[src/rtl/upcmp_pkg.sv]
package upcmp_pkg;
  localparam int DATA_W = 16;
  localparam int BYTE_W = 8;
  localparam int ADDR_W = 8;

  localparam logic [ADDR_W-1:0] OFS_MODE_LO = 8'h84;
  localparam logic [ADDR_W-1:0] OFS_MODE_HI = 8'h85;
  localparam logic [ADDR_W-1:0] OFS_COUNT   = 8'hA4;
  localparam logic [ADDR_W-1:0] OFS_CMODE_A = 8'hB4;
  localparam logic [ADDR_W-1:0] OFS_CMODE_B = 8'hB5;
  localparam logic [ADDR_W-1:0] OFS_CMP_A   = 8'hC4;
  localparam logic [ADDR_W-1:0] OFS_CMP_B   = 8'hD4;

  localparam logic [BYTE_W-1:0] RSV_LO_MASK = 8'h2C;
  localparam logic [BYTE_W-1:0] RSV_HI_MASK = 8'h07;
  localparam int RUN_BIT  = 7;
  localparam int LOAD_BIT = 6;

  localparam logic [1:0] SZ_BYTE = 2'd0;
  localparam logic [1:0] SZ_HALF = 2'd1;

  typedef enum logic [2:0] {
    SEL_NONE, SEL_MODE_LO, SEL_MODE_HI, SEL_COUNT,
    SEL_CMODE_A, SEL_CMODE_B, SEL_CMP_A, SEL_CMP_B
  } reg_sel_e;

  function automatic reg_sel_e decode_ofs(input logic [ADDR_W-1:0] a);
    case (a)
      OFS_MODE_LO: return SEL_MODE_LO;
      OFS_MODE_HI: return SEL_MODE_HI;
      OFS_COUNT:   return SEL_COUNT;
      OFS_CMODE_A: return SEL_CMODE_A;
      OFS_CMODE_B: return SEL_CMODE_B;
      OFS_CMP_A:   return SEL_CMP_A;
      OFS_CMP_B:   return SEL_CMP_B;
      default:     return SEL_NONE;
    endcase
  endfunction

  function automatic logic half_ok(input reg_sel_e s);
    return (s == SEL_MODE_LO) || (s == SEL_COUNT) ||
           (s == SEL_CMP_A) || (s == SEL_CMP_B);
  endfunction

  function automatic logic lo_byte_ok(input logic [BYTE_W-1:0] b);
    return (b & RSV_LO_MASK) == '0;
  endfunction

  function automatic logic hi_byte_ok(input logic [BYTE_W-1:0] b);
    return ((b & RSV_HI_MASK) == '0) && !(b[RUN_BIT] && b[LOAD_BIT]);
  endfunction

  function automatic logic [DATA_W-1:0] fit_size(input logic [DATA_W-1:0] v,
                                                 input logic [1:0] sz);
    if (sz == SZ_HALF) return v;
    return {{(DATA_W-BYTE_W){1'b0}}, v[BYTE_W-1:0]};
  endfunction

  function automatic logic period_hit(input logic [DATA_W-1:0] cnt,
                                      input logic [DATA_W-1:0] period);
    logic [DATA_W-1:0] inc;
    inc = cnt + 1'b1;
    return inc == period;
  endfunction

  function automatic logic [DATA_W-1:0] count_step(input logic [DATA_W-1:0] cnt,
                                                   input logic [DATA_W-1:0] period);
    logic [DATA_W-1:0] inc;
    inc = cnt + 1'b1;
    return (inc == period) ? '0 : inc;
  endfunction
endpackage

[src/rtl/upcmp_decode.sv]
module upcmp_decode
  import upcmp_pkg::*;
(
  input  logic              wr_en,
  input  logic              rd_en,
  input  logic [ADDR_W-1:0] addr,
  input  logic [1:0]        size,
  input  logic [DATA_W-1:0] wdata,
  output reg_sel_e          sel,
  output logic              bad,
  output logic              wr_lo,
  output logic              wr_hi,
  output logic              wr_ma,
  output logic              wr_mb,
  output logic              wr_ca,
  output logic              wr_cb,
  output logic [BYTE_W-1:0] lo_byte,
  output logic [BYTE_W-1:0] hi_byte,
  output logic [DATA_W-1:0] cmp_val
);
  logic active, size_bad, content_bad, good_wr, lo_touch, hi_touch;

  always_comb begin
    sel      = decode_ofs(addr);
    active   = wr_en | rd_en;
    size_bad = (size > SZ_HALF) || ((size == SZ_HALF) && !half_ok(sel));
    lo_touch = (sel == SEL_MODE_LO);
    hi_touch = (sel == SEL_MODE_HI) || ((sel == SEL_MODE_LO) && (size == SZ_HALF));
    lo_byte  = wdata[BYTE_W-1:0];
    hi_byte  = (sel == SEL_MODE_LO) ? wdata[DATA_W-1:BYTE_W] : wdata[BYTE_W-1:0];
    content_bad = wr_en && ((sel == SEL_COUNT) ||
                            (lo_touch && !lo_byte_ok(lo_byte)) ||
                            (hi_touch && !hi_byte_ok(hi_byte)));
    bad      = active && ((sel == SEL_NONE) || size_bad || content_bad);
    good_wr  = wr_en && !bad;
    wr_lo    = good_wr && lo_touch;
    wr_hi    = good_wr && hi_touch;
    wr_ma    = good_wr && (sel == SEL_CMODE_A);
    wr_mb    = good_wr && (sel == SEL_CMODE_B);
    wr_ca    = good_wr && (sel == SEL_CMP_A);
    wr_cb    = good_wr && (sel == SEL_CMP_B);
    cmp_val  = fit_size(wdata, size);
  end
endmodule

[src/rtl/upcmp_regs.sv]
module upcmp_regs
  import upcmp_pkg::*;
(
  input  logic              clk,
  input  logic              rst_n,
  input  logic              wr_en,
  input  logic              rd_en,
  input  reg_sel_e          sel,
  input  logic [1:0]        size,
  input  logic              bad,
  input  logic              wr_lo,
  input  logic              wr_hi,
  input  logic              wr_ma,
  input  logic              wr_mb,
  input  logic              wr_ca,
  input  logic              wr_cb,
  input  logic [BYTE_W-1:0] lo_byte,
  input  logic [BYTE_W-1:0] hi_byte,
  input  logic [DATA_W-1:0] cmp_val,
  input  logic [DATA_W-1:0] cnt,
  output logic              run,
  output logic [DATA_W-1:0] cmp_a,
  output logic [DATA_W-1:0] cmp_b,
  output logic [DATA_W-1:0] rdata,
  output logic              acc_err
);
  logic [BYTE_W-1:0] mode_lo_q, mode_hi_q, cmode_a_q, cmode_b_q;
  logic [DATA_W-1:0] cmp_a_q, cmp_b_q, rd_mux;
  logic              rd_take;

  assign run   = mode_hi_q[RUN_BIT];
  assign cmp_a = cmp_a_q;
  assign cmp_b = cmp_b_q;
  assign rd_take = rd_en && !wr_en && !bad;

  always_comb begin
    case (sel)
      SEL_MODE_LO: rd_mux = fit_size({mode_hi_q, mode_lo_q}, size);
      SEL_MODE_HI: rd_mux = {{(DATA_W-BYTE_W){1'b0}}, mode_hi_q};
      SEL_COUNT:   rd_mux = fit_size(cnt, size);
      SEL_CMODE_A: rd_mux = {{(DATA_W-BYTE_W){1'b0}}, cmode_a_q};
      SEL_CMODE_B: rd_mux = {{(DATA_W-BYTE_W){1'b0}}, cmode_b_q};
      SEL_CMP_A:   rd_mux = fit_size(cmp_a_q, size);
      SEL_CMP_B:   rd_mux = fit_size(cmp_b_q, size);
      default:     rd_mux = '0;
    endcase
  end

  always_ff @(posedge clk) begin
    if (!rst_n) begin
      mode_lo_q <= '0;
      mode_hi_q <= '0;
      cmode_a_q <= '0;
      cmode_b_q <= '0;
      cmp_a_q   <= '0;
      cmp_b_q   <= '0;
      rdata     <= '0;
      acc_err   <= 1'b0;
    end else begin
      if (wr_lo) mode_lo_q <= lo_byte;
      if (wr_hi) mode_hi_q <= hi_byte;
      if (wr_ma) cmode_a_q <= lo_byte;
      if (wr_mb) cmode_b_q <= lo_byte;
      if (wr_ca) cmp_a_q   <= cmp_val;
      if (wr_cb) cmp_b_q   <= cmp_val;
      rdata   <= rd_take ? rd_mux : '0;
      acc_err <= bad;
    end
  end

  AST_BAD_LEAVES_REGS: assert property (@(posedge clk) disable iff (!rst_n)
    acc_err |-> ($stable(mode_lo_q) && $stable(mode_hi_q) && $stable(cmode_a_q) &&
                 $stable(cmode_b_q) && $stable(cmp_a_q) && $stable(cmp_b_q)));
  AST_BAD_NO_DATA: assert property (@(posedge clk) disable iff (!rst_n)
    acc_err |-> (rdata == '0));
  AST_RUN_LOAD_EXCL: assert property (@(posedge clk) disable iff (!rst_n)
    !(mode_hi_q[RUN_BIT] && mode_hi_q[LOAD_BIT]));
endmodule

[src/rtl/upcmp_core.sv]
module upcmp_core
  import upcmp_pkg::*;
(
  input  logic              clk,
  input  logic              rst_n,
  input  logic              tick,
  input  logic              start,
  input  logic              stop,
  input  logic              run,
  input  logic [DATA_W-1:0] cmp_a,
  input  logic [DATA_W-1:0] cmp_b,
  output logic [DATA_W-1:0] cnt,
  output logic              period_pulse,
  output logic              cmpa_pulse,
  output logic              cmpb_pulse
);
  logic [DATA_W-1:0] cnt_q, period_q, inc, nxt;
  logic              hit, ev_adv;

  assign inc    = cnt_q + 1'b1;
  assign nxt    = count_step(cnt_q, period_q);
  assign hit    = period_hit(cnt_q, period_q);
  assign ev_adv = run && tick && !start && !stop;
  assign cnt    = cnt_q;

  always_ff @(posedge clk) begin
    if (!rst_n) begin
      cnt_q        <= '0;
      period_q     <= '0;
      period_pulse <= 1'b0;
      cmpa_pulse   <= 1'b0;
      cmpb_pulse   <= 1'b0;
    end else begin
      period_pulse <= 1'b0;
      cmpa_pulse   <= 1'b0;
      cmpb_pulse   <= 1'b0;
      if (start) begin
        cnt_q    <= '0;
        period_q <= cmp_a;
      end else if (stop || !run) begin
        cnt_q <= '0;
      end else if (ev_adv) begin
        cnt_q        <= nxt;
        period_pulse <= hit;
        cmpa_pulse   <= (inc == cmp_a);
        cmpb_pulse   <= (nxt == cmp_b);
      end
    end
  end

  AST_WRAP_TO_ZERO: assert property (@(posedge clk) disable iff (!rst_n)
    period_pulse |-> (cnt_q == '0));
  AST_CNT_BELOW_PERIOD: assert property (@(posedge clk) disable iff (!rst_n)
    (run && (period_q != '0)) |-> (cnt_q < period_q));
  AST_IDLE_ZERO: assert property (@(posedge clk) disable iff (!rst_n)
    !run |-> (cnt_q == '0));
  AST_PULSES_NEED_RUN: assert property (@(posedge clk) disable iff (!rst_n)
    (period_pulse || cmpa_pulse || cmpb_pulse) |-> $past(run));
  AST_CMPB_MATCH: assert property (@(posedge clk) disable iff (!rst_n)
    cmpb_pulse |-> (cnt_q == $past(cmp_b)));
endmodule

[src/rtl/upcmp_timer.sv]
module upcmp_timer
  import upcmp_pkg::*;
(
  input  logic              clk,
  input  logic              rst_n,
  input  logic              tick,
  input  logic              wr_en,
  input  logic              rd_en,
  input  logic [ADDR_W-1:0] addr,
  input  logic [1:0]        size,
  input  logic [DATA_W-1:0] wdata,
  output logic [DATA_W-1:0] rdata,
  output logic              acc_err,
  output logic              period_pulse,
  output logic              cmpa_pulse,
  output logic              cmpb_pulse
);
  reg_sel_e          sel;
  logic              bad, wr_lo, wr_hi, wr_ma, wr_mb, wr_ca, wr_cb;
  logic [BYTE_W-1:0] lo_byte, hi_byte;
  logic [DATA_W-1:0] cmp_val, cnt, cmp_a, cmp_b;
  logic              run, ev_start, ev_stop;

  assign ev_start = wr_hi && hi_byte[RUN_BIT];
  assign ev_stop  = wr_hi && !hi_byte[RUN_BIT];

  upcmp_decode u_decode (
    .wr_en(wr_en), .rd_en(rd_en), .addr(addr), .size(size), .wdata(wdata),
    .sel(sel), .bad(bad), .wr_lo(wr_lo), .wr_hi(wr_hi), .wr_ma(wr_ma),
    .wr_mb(wr_mb), .wr_ca(wr_ca), .wr_cb(wr_cb), .lo_byte(lo_byte),
    .hi_byte(hi_byte), .cmp_val(cmp_val)
  );

  upcmp_regs u_regs (
    .clk(clk), .rst_n(rst_n), .wr_en(wr_en), .rd_en(rd_en), .sel(sel),
    .size(size), .bad(bad), .wr_lo(wr_lo), .wr_hi(wr_hi), .wr_ma(wr_ma),
    .wr_mb(wr_mb), .wr_ca(wr_ca), .wr_cb(wr_cb), .lo_byte(lo_byte),
    .hi_byte(hi_byte), .cmp_val(cmp_val), .cnt(cnt), .run(run),
    .cmp_a(cmp_a), .cmp_b(cmp_b), .rdata(rdata), .acc_err(acc_err)
  );

  upcmp_core u_core (
    .clk(clk), .rst_n(rst_n), .tick(tick), .start(ev_start), .stop(ev_stop),
    .run(run), .cmp_a(cmp_a), .cmp_b(cmp_b), .cnt(cnt),
    .period_pulse(period_pulse), .cmpa_pulse(cmpa_pulse), .cmpb_pulse(cmpb_pulse)
  );

  AST_START_NEEDS_GOOD: assert property (@(posedge clk) disable iff (!rst_n)
    ev_start |-> (wr_en && !bad));
endmodule

[config.mk]
export PLATFORM = sky130hd
export DESIGN_NAME = upcmp_timer
export DESIGN_NICKNAME = d
export VERILOG_FILES = /design/src/rtl/upcmp_pkg.sv /design/src/rtl/upcmp_decode.sv /design/src/rtl/upcmp_regs.sv /design/src/rtl/upcmp_core.sv /design/src/rtl/upcmp_timer.sv
export SDC_FILE = /design/constraint.sdc
export NUM_CORES = 1
export LEC_CHECK = 0
export ABC_AREA = 1
export BUFFER_PORTS_ARGS = -buffer_cell sky130_fd_sc_hd__buf_4
export CORE_MARGIN = 2
export CORE_UTILIZATION = 35
export DETAILED_ROUTE_END_ITERATION = 16
export PLACE_DENSITY = 0.49
export SLEW_MARGIN = 40
export SYNTH_ARGS = -nofsm -noshare
export SYNTH_HDL_FRONTEND = slang
export SYNTH_SLANG_ARGS = --single-unit
[constraint.sdc]
create_clock -name clk -period 3.2 [get_ports clk]
set_input_delay 0.32 -clock clk [delete_from_list [all_inputs] [get_ports clk]]
set_output_delay 0.32 -clock clk [all_outputs]
set_load 0.02 [all_outputs]
==> impl_results.md <==
- Status: finished, final reports clean
- Clk_lat worst skew: 0.44 ns
- Top_reg_cell synth: dfxtp_1
- Register area share after synthesis: 39.4%
- Initial antenna violation count: 0
- CORE AREA: 16500 um2
- Routability cong.: 0.895
- Worst Tran Pin Value: 0.769 ns
- LEAKAGE: 2.99 nW
- Synth unique cells: 44
- Pins over their slew limit: 0
- CTS H-Tree Depth: 4
- IO Port Bufs: 50
- Largest net degree at the start of global routing: 45
- Post-synth EDFFs: 0
- Synthesized cell area: 5900 um2
- Post-DP Area: 6590 um2
- Worst Setup End Kind: flip-flop
- Hold path depth: 3
- # DRC: 0
- Startpoint Class: flip-flop
- Total power: 3.58 mW
- Final wirelength: 22700 um
- Initial DRC Count: 646
- Design Area, Final: 7200 um2
- Power Dens Cells: 498 nW/um2
- CTS Buf Count: 17
- Final nets: 957
- Crit path DAT: 3.23 ns
- Hold crit path type: input pin to flip-flop
- Multi-input combinational cell area: 3080 um2
- Crit Path Max Fanout: 30
- Wire per inst: 19.6 um
- # IOs: 51
- DP Wirelength: 17300 um
- Relative slew margins: 48.6%
- Final setup fails: 0
- Clock Path Buffers: 2
- Vias/cell: 5.33
- Hold Vio Cnt, Final: 0
- RSZ-0062 raised after global routing: false
- Period utilization: 90.2%
- Die Y: 134 um
- Root buffer cell: clkbuf_16
- Ant. Diodes: 0
- Final Skew: 0.0198 ns
- Synth-to-Final Area Change: 22.1%
- Gr usage total: 25.8%
- Max Cap Viol: 0
- Hold slack: 0.192 ns
- Gate Count Post-Synth: 865
- Clk pin slew, worst setup/hold paths: 0.06 ns
- Syn nets: 897
- GR Overflow Total: 0
- CP Class: flip-flop to flip-flop
- Via count: 6167
- F_max: 346 MHz
- First-pass GRT wire length: 34000 um
- Num rows: 47
- Final Util: 43.6%
- Seq cells post-synth: 116
- Tmin final: 2.89 ns
- Number of global-route vias before repair: 5668
- CTS tree: done
- Starting Density: 35.7%
- Reg area: 2320 um2
- Detail Route Antenna Nets: 0
- Syn. warnings: 0
- Ys async rst share: 0%
- Setup TNS: 0 ns
- Full die area: 17900 um2
- R2R depth: 19
- Filler instances: 1736
- DIE WIDTH: 134 um
- Worst VDD drop: 0.376 mV
- DRT Pass-1 Iters: 5
- Worst path required time: 3.55 ns
- Share of cells above drive strength 1: 14.1%
- Hold_buf cts: 0
- Synth Area per Inst: 6.82 um2
- Clock tree sinks: 116
path summary, 6_finish.rpt:
path / from / endpoint / slack (ns)
setup / recovery: u_core.cnt[2] / u_core.cmpb_pulse / 0.31
hold / removal: wdata[11] / u_regs.mode_hi_q[3] / 0.19
setup reg to reg: u_core.cnt[2] / u_core.cmpb_pulse / 0.31
hold reg to reg: u_regs.mode_lo_q[5] / u_regs.mode_lo_q[5] / 0.45
logic make-up after synthesis:
logic type      count (synthesis)  share of synthesized area (%)
compound gates                217                           20.2
xor+xnor                       21                           3.97
fa+ha+maj                       1                          0.212
buf+inv                       127                           8.42
flops                         116                           39.4
simple gates                  383                           27.9
placed cells by master (no fill, tap or decap), types with 3 or more instances in the layout:
master and instances:
xor2_1 9, inv_6 6, nor3_1 12, inv_1 86
bufinv_16 3, buf_4 69, clkinv_4 3, o22ai_1 11
nand2_1 176, nand4_1 10, clkinv_1 3, nand3b_1 4
a21oi_1 78, inv_2 9, a22oi_1 8, a221oi_1 7
o21ai_1 3, o21ai_0 94, nor3_2 3, nand3_1 37
nand2_2 6, nor2_1 120, dfxtp_1 115, nor2_2 5
clkbuf_16 17, a211oi_1 4, xnor2_1 8, a31oi_1 5
cell usage after synthesis (all sizes together), types with 2 or more instances:
master	instances	share of area [%]
nand2	182	12
nor2	127	8.7
dfxtp	116	39
o21ai	97	8.2
inv	95	6.0
a21oi	78	6.6
nand3	39	3.5
clkbuf	17	1.1
nor3	15	1.5
buf	12	1.1
nand4	11	1.3
o22ai	11	1.2
xor2	10	1.6
a22oi	8	1.0
xnor2	8	1.2
a221oi	7	1.0
a31oi	5	0.53
a211oi	4	0.51
nand3b	4	0.51
clkinv	3	0.19
nor3b	2	0.25
o2111ai	2	0.30
xnor3	2	0.76
state kept, by name (all words and copies together) (netlist names):
name and cells:
u_core.cmpb_pulse 1, u_regs.cmp_b 16, u_regs.mode_lo_q 8, u_regs.cmode_b_q 8, u_regs.mode_hi_q 8, u_core.period_q 16
u_regs.acc_err 1, u_core.cmpa_pulse 1, u_regs.rdata 16, u_core.period_pulse 1, u_core.cnt 16, u_regs.cmp_a 16
u_regs.cmode_a_q 8
final cells by class:
| cell class | instances | area share (%) |
|---|---|---|
| tap | 220 | 3.82 |
| sequential | 116 | 32.3 |
| timing repair buffer | 70 | 7.47 |
| clock buffer | 17 | 5.90 |
| inverter | 98 | 5.11 |
| multi-input combinational | 622 | 42.8 |
| clock inverter | 15 | 2.67 |
critical path, cell delays in order, from the launching register on:
cell     delay (ns)
dfxtp_1        0.56
nand2_2        0.15
nor2_8         0.21
nand2_2        0.11
nand2_1        0.07
nand2_1        0.21
nand2_1        0.15
nand2_1        0.06
nor2_1         0.08
nand2_1        0.06
nor2_1         0.10
nand3_1        0.13
buf_12         0.19
nand2_1        0.13
nand2_1        0.07
nand2_1        0.07
nand3_1        0.08
nor2_1         0.13
nand2_1        0.09
nor2_1         0.15
routing by layer:
metal	track usage, %	vias to the layer above	wire, um
li1	-	2979	-
met1	37.2	2903	10600
met2	37.9	243	9820
met3	5.71	42	1760
met4	8.63	0	507
met5	0	-	0
power by group:
| group | switching [mW] | internal, mW | total (mW) |
|---|---|---|---|
| Clock | 0.778 | 1.24 | 2.02 |
| Sequential | 0.000215 | 1.45 | 1.45 |
| Combinational | 0.0767 | 0.0413 | 0.118 |
| Total | 0.855 | 2.73 | 3.58 |
what timing repair did:
item,in CTS,in global routing
gates resized for setup,0,1
buffers inserted,0,0
endpoints found under the setup margin,0,1
stage by stage:
stage / instances / worst slack, ns
after detailed placement: 1126 / 0.197
final: 1158 / 0.312
after global routing: 1158 / 0.0766
after global placement: 1126 / 0.291
after floorplan: 865 / 0.991
after CTS: 1158 / 0.281
(Power assumes the default switching activity.)
